[config.mk]
export PLATFORM = sky130hd
export DESIGN_NAME = sadc_reader
export DESIGN_NICKNAME = d
export VERILOG_FILES = /design/src/rtl/sadc_pkg.sv /design/src/rtl/sadc_phase_timer.sv /design/src/rtl/sadc_capture.sv /design/src/rtl/sadc_reader.sv
export SDC_FILE = /design/constraint.sdc
export NUM_CORES = 1
export LEC_CHECK = 0
export BUFFER_PORTS_ARGS = -buffer_cell sky130_fd_sc_hd__buf_2
export CORE_MARGIN = 8
export CORE_UTILIZATION = 61
export CTS_CLUSTER_SIZE = 12
export DETAILED_ROUTE_END_ITERATION = 16
export PLACE_DENSITY = 0.89
export SLEW_MARGIN = 0
export SYNTH_ARGS = -nofsm -noshare
export SYNTH_HDL_FRONTEND = slang
export SYNTH_SLANG_ARGS = --single-unit
[constraint.sdc]
create_clock -name clk_i -period 6.3 [get_ports clk_i]
set_input_delay 0.63 -clock clk_i [delete_from_list [all_inputs] [get_ports clk_i]]
set_output_delay 0.63 -clock clk_i [all_outputs]
set_load 0.01 [all_outputs]
[src/rtl/sadc_pkg.sv]
package sadc_pkg;
  typedef enum logic [2:0] {
    ST_IDLE,
    ST_SETUP,
    ST_HI,
    ST_LO,
    ST_GUARD
  } rd_state_e;

  function automatic int unsigned max3(int unsigned a, int unsigned b, int unsigned c);
    int unsigned m;
    m = (a > b) ? a : b;
    return (m > c) ? m : c;
  endfunction
endpackage

[src/rtl/sadc_phase_timer.sv]
module sadc_phase_timer #(
  parameter int unsigned CNT_W = 12
) (
  input  logic             clk_i,
  input  logic             rst_ni,
  input  logic             restart_i,
  input  logic [CNT_W-1:0] last_i,
  output logic             done_o
);
  logic [CNT_W-1:0] cnt_q;

  always_ff @(posedge clk_i or negedge rst_ni) begin
    if (!rst_ni)        cnt_q <= '0;
    else if (restart_i) cnt_q <= '0;
    else                cnt_q <= cnt_q + 1'b1;
  end

  assign done_o = (cnt_q == last_i);
endmodule

[src/rtl/sadc_capture.sv]
module sadc_capture #(
  parameter int unsigned W = 8
) (
  input  logic         clk_i,
  input  logic         rst_ni,
  input  logic         shift_i,
  input  logic         bit_i,
  output logic [W-1:0] word_o
);
  always_ff @(posedge clk_i or negedge rst_ni) begin
    if (!rst_ni)      word_o <= '0;
    else if (shift_i) word_o <= {word_o[W-2:0], bit_i};
  end
endmodule

[src/rtl/sadc_reader.sv]
module sadc_reader #(
  parameter int unsigned W         = 8,
  parameter int unsigned HALF_CYC  = 50,
  parameter int unsigned SETUP_CYC = 280,
  parameter int unsigned GUARD_CYC = 3400
) (
  input  logic         clk_i,
  input  logic         rst_ni,
  input  logic         start_i,
  input  logic         sdo_i,
  output logic         cs_no,
  output logic         sclk_o,
  output logic         busy_o,
  output logic         valid_o,
  output logic [W-1:0] data_o,
  output logic         stale_o
);
  import sadc_pkg::*;

  localparam int unsigned MAX_CYC = max3(HALF_CYC, SETUP_CYC, GUARD_CYC);
  localparam int unsigned CNT_W   = $clog2(MAX_CYC + 1);
  localparam int unsigned BIT_W   = $clog2(W);

  rd_state_e        state_q, state_d;
  logic             pend_q;
  logic [BIT_W-1:0] bit_q;
  logic [CNT_W-1:0] last;
  logic             done;
  logic             finish;
  logic             capture;
  logic [W-1:0]     word;
  logic             first_q;

  always_comb begin
    unique case (state_q)
      ST_SETUP:    last = CNT_W'(SETUP_CYC - 1);
      ST_HI, ST_LO: last = CNT_W'(HALF_CYC - 1);
      ST_GUARD:    last = CNT_W'(GUARD_CYC - 1);
      default:     last = '0;
    endcase
  end

  sadc_phase_timer #(.CNT_W(CNT_W)) u_timer (
    .clk_i     (clk_i),
    .rst_ni    (rst_ni),
    .restart_i (state_d != state_q),
    .last_i    (last),
    .done_o    (done)
  );

  assign finish = (state_q == ST_HI) && done && (bit_q == BIT_W'(W - 1));

  always_comb begin
    state_d = state_q;
    unique case (state_q)
      ST_IDLE:  if (start_i || pend_q) state_d = ST_SETUP;
      ST_SETUP: if (done) state_d = ST_HI;
      ST_HI:    if (done) state_d = finish ? ST_GUARD : ST_LO;
      ST_LO:    if (done) state_d = ST_HI;
      ST_GUARD: if (done) state_d = ST_IDLE;
      default:  state_d = ST_IDLE;
    endcase
  end

  // sample on the rising serial edge, one half-period after the device shifted
  assign capture = (state_d == ST_HI) && (state_q != ST_HI);

  sadc_capture #(.W(W)) u_cap (
    .clk_i   (clk_i),
    .rst_ni  (rst_ni),
    .shift_i (capture),
    .bit_i   (sdo_i),
    .word_o  (word)
  );

  always_ff @(posedge clk_i or negedge rst_ni) begin
    if (!rst_ni) begin
      state_q <= ST_IDLE;
      pend_q  <= 1'b0;
      bit_q   <= '0;
    end else begin
      state_q <= state_d;
      if (state_q == ST_IDLE)  pend_q <= 1'b0;
      else if (start_i)        pend_q <= 1'b1;
      if (state_q == ST_SETUP)            bit_q <= '0;
      else if (state_q == ST_HI && done)  bit_q <= bit_q + 1'b1;
    end
  end

  always_ff @(posedge clk_i or negedge rst_ni) begin
    if (!rst_ni) begin
      valid_o <= 1'b0;
      data_o  <= '0;
      stale_o <= 1'b0;
      first_q <= 1'b1;
    end else begin
      valid_o <= finish;
      if (finish) begin
        data_o  <= word;
        stale_o <= first_q;
        first_q <= 1'b0;
      end
    end
  end

  assign cs_no  = !(state_q == ST_SETUP || state_q == ST_HI || state_q == ST_LO);
  assign sclk_o = (state_q == ST_HI);
  assign busy_o = (state_q != ST_IDLE);
endmodule

==> flow_metrics.py <==
metrics = {
    "floorplanning": {
        "initial_core_util": 0.6265,
        "fp-row-count": 20,
        "die_area_um2": 5084,
        "coreArea_um2": 2978,
        "dieHeight_um": 71.30,
        "ioPinCount": 17,
        "die_x_um": 71.30,
    },
    "synthesis": {
        "yosys.area.top_type": "dfrtp_1",
        "synthArstFlopShare": 1.000,
        "yosysWarnings": 0,
        "synth_flop_cell": "dfrtp_1",
        "yosysTopAreaCellShare": 0.4963,
        "synth_common_cells": "dfrtp_1, nor3_1, nand3_1",
        "synth_seq_cells": 38,
        "netlist_area_um2": 1866,
        "synth_cell_types": 39,
        "postSynthCellCount": 169,
        "synthTopCellsByArea": "dfrtp_1, mux2_4, mux2_2",
        "synth_seq_area_share": 0.5104,
        "synth_edf_count": 0,
        "synth_nets": 176,
        "avgSynthCellArea_um2": 11.04,
        "yosysMostFrequentCell": "dfrtp_1",
    },
    "sta": {
        "worst_clock_skew_ns": 0.007334,
        "hold_violations": 0,
        "finalSetupViolations": 0,
        "finalCritPeriodShare": 0.4620,
        "relSlewSlack": 0.4455,
        "rsz0062_at_grt": "false",
        "maxSlewViolCount": 0,
        "layout_min_cycle_time_ns": 2.911,
        "fmax_mhz": 343.5,
        "worstMarginPinSlew_ns": 0.8272,
        "tns_ns": 0,
    },
    "power_and_ir_drop": {
        "p_sw_uw": 173.9,
        "internal_power_uw": 438.4,
        "p_leak_nw": 0.9840,
        "power_uw": 612.3,
        "power.share.sequential": 0.522,
        "worst_ir_drop_vdd_mv": 0.2171,
        "p_comb_frac": 0.141,
        "clock_power_share": 0.337,
        "power_density_nw_per_um2": 297.5,
        "switching_share": 0.2840,
    },
    "clocking": {
        "holdBufCountCts": 0,
        "cts_tree": "built",
        "path_clk_slew_ns": 0.11,
        "clock_latency_ns": 0.34,
        "postCtsSetupBuffers": 0,
        "clock-sinks": 38,
        "cts_resized": 0,
        "cts_made_buffers": 5,
        "cts_buffer_depth": 2,
        "root_buffer": "clkbuf_4",
        "h-tree-depth": 2,
    },
    "drt": {
        "first_pass_iters": 5,
        "drt-wirelength-per-cell_um": 16.17,
        "dr_wl_met2_mm": 1.750,
        "ant_nets": 0,
        "vias": 1333,
        "drc": 0,
        "drt_iter0_markers": 94,
        "wirelength_mm": 3.541,
        "highest_layer": "met4",
        "via_per_inst": 6.087,
        "wl_met1_mm": 1.454,
        "wl_met3_um": 226,
    },
    "cells_and_area": {
        "fin_nets": 192,
        "drive_gt1_frac": 0.2527,
        "syn_to_final_growth_pct": 10.33,
        "n_antenna_cell": 0,
    },
    "global_route": {
        "grt_use_total": 0.1540,
        "grt_pass1_vias": 1324,
        "grt_start_max_net_pins": 39,
        "antenna_found_initial": 0,
        "grt_overflow": 0,
        "grt_pass1_wl_mm": 6.134,
    },
    "worst_setup_path": {
        "startpoint_type": "flip-flop",
        "path_max_fanout": 13,
        "arrival_ns": 3.15,
        "worstSetupEndpointType": "flip-flop",
        "worstSetupPathType": "flip-flop to flip-flop",
        "worstPathRequired_ns": 6.54,
    },
    "min_path": {
        "min_path_type": "input pin to asynchronous set/reset pin",
    },
    "outcome": {
        "status": "finished clean",
    },
    "place": {
        "io_buffers": 16,
        "dp_hpwl_mm": 2.519,
        "place.gp.congestion": 0.8866,
    },
    "job": {
        "drv_cap": 0,
    },
}
worst paths after layout:
path | endpoint | from | slack, ns | cells after the start
max | data_o[7] | state_q[1] | 3.39 | 5
min | u_timer.cnt_q[2] | rst_ni | 0.36 | 1
max reg2reg | data_o[7] | state_q[1] | 3.39 | 5
min reg2reg | first_q | first_q | 0.49 | 1
max in group asynchronous | data_o[0] | rst_ni | 5.44 | 1
min in group clk_i | first_q | first_q | 0.49 | 1
worst max-delay path, stage by stage, from the launching register on:
cell	delay, ns
dfrtp_1	0.56
nor2_1	0.19
a2111o_1	0.44
a211o_1	0.46
nor3_2	0.75
mux2_2	0.41
cells by family after synthesis:
| group | synth area share |
|---|---|
| multiplexers | 0.1187 |
| adder cells (fa/ha/maj) | 0.02012 |
| AND/OR/NAND/NOR | 0.2046 |
| buffers and inverters | 0.03286 |
| XOR/XNOR | 0.05164 |
| flip-flops | 0.5104 |
| AO/OA/AOI/OAI | 0.06171 |
per-stage QoR:
step,instances,hold slack (ns),cell area (µm²),util,setup slack [ns]
6_report,219,0.3601,2058,0.6912,3.389
5_1_grt,219,0.4102,2058,0.6912,3.175
4_1_cts,219,0.3815,2058,0.6912,3.399
3_5_place_dp,211,0.4756,1952,0.6555,3.410
3_3_place_gp,211,0.4722,1952,0.6555,3.530
2_1_floorplan,169,0.3344,1866,-,4.205
sequential cells by signal (all words and copies together) (netlist names):
| signal | flops |
|---|---|
| valid_o | 1 |
| bit_q | 3 |
| data_o | 8 |
| stale_o | 1 |
| u_cap.word_o | 8 |
| state_q | 3 |
| pend_q | 1 |
| first_q | 1 |
| u_timer.cnt_q | 12 |
power by group through the flow:
stage	Clock [mW]	Sequential, mW	Combinational [mW]
floorplan	0	0.304	0.0766
detailed placement	0	0.322	0.0860
CTS	0.209	0.318	0.0866
global placement	0	0.319	0.0805
finish	0.206	0.319	0.0864
global route	0.218	0.325	0.0985
metal layers:
layer / track usage / vias to the layer above
li1: - / 637
met1: 0.1687 / 634
met2: 0.2429 / 50
met3: 0.06276 / 12
met4: 0.09700 / 0
met5: 0 / -
area by class of cell:
type                    instances  area [µm²]
clock buffers                   5       37.54
inverters                       5       18.77
clock inverters                 3       68.82
well taps                      33       41.29
flip-flops and latches         38       952.2
fillers                       197       919.6
multi-input cells             118       852.1
repair buffers                 17       87.58
cells in the final DEF, fill, tap and decap left out, types with 2 or more instances in the layout:
cell type	synthesis	routed
and3_1	3	3
buf_2	4	16
bufinv_16	0	2
clkbuf_4	0	5
dfrtp_1	37	37
ha_1	3	3
inv_1	5	5
mux2_2	9	9
mux2_4	8	8
nand2_1	11	11
nand3_1	12	12
nor2_1	11	11
nor2b_1	6	6
nor3_1	16	16
nor3_2	2	2
o32ai_1	2	2
or3_1	5	5
xnor2_1	4	4
xor2_1	7	7
(Power assumes the default switching activity.)
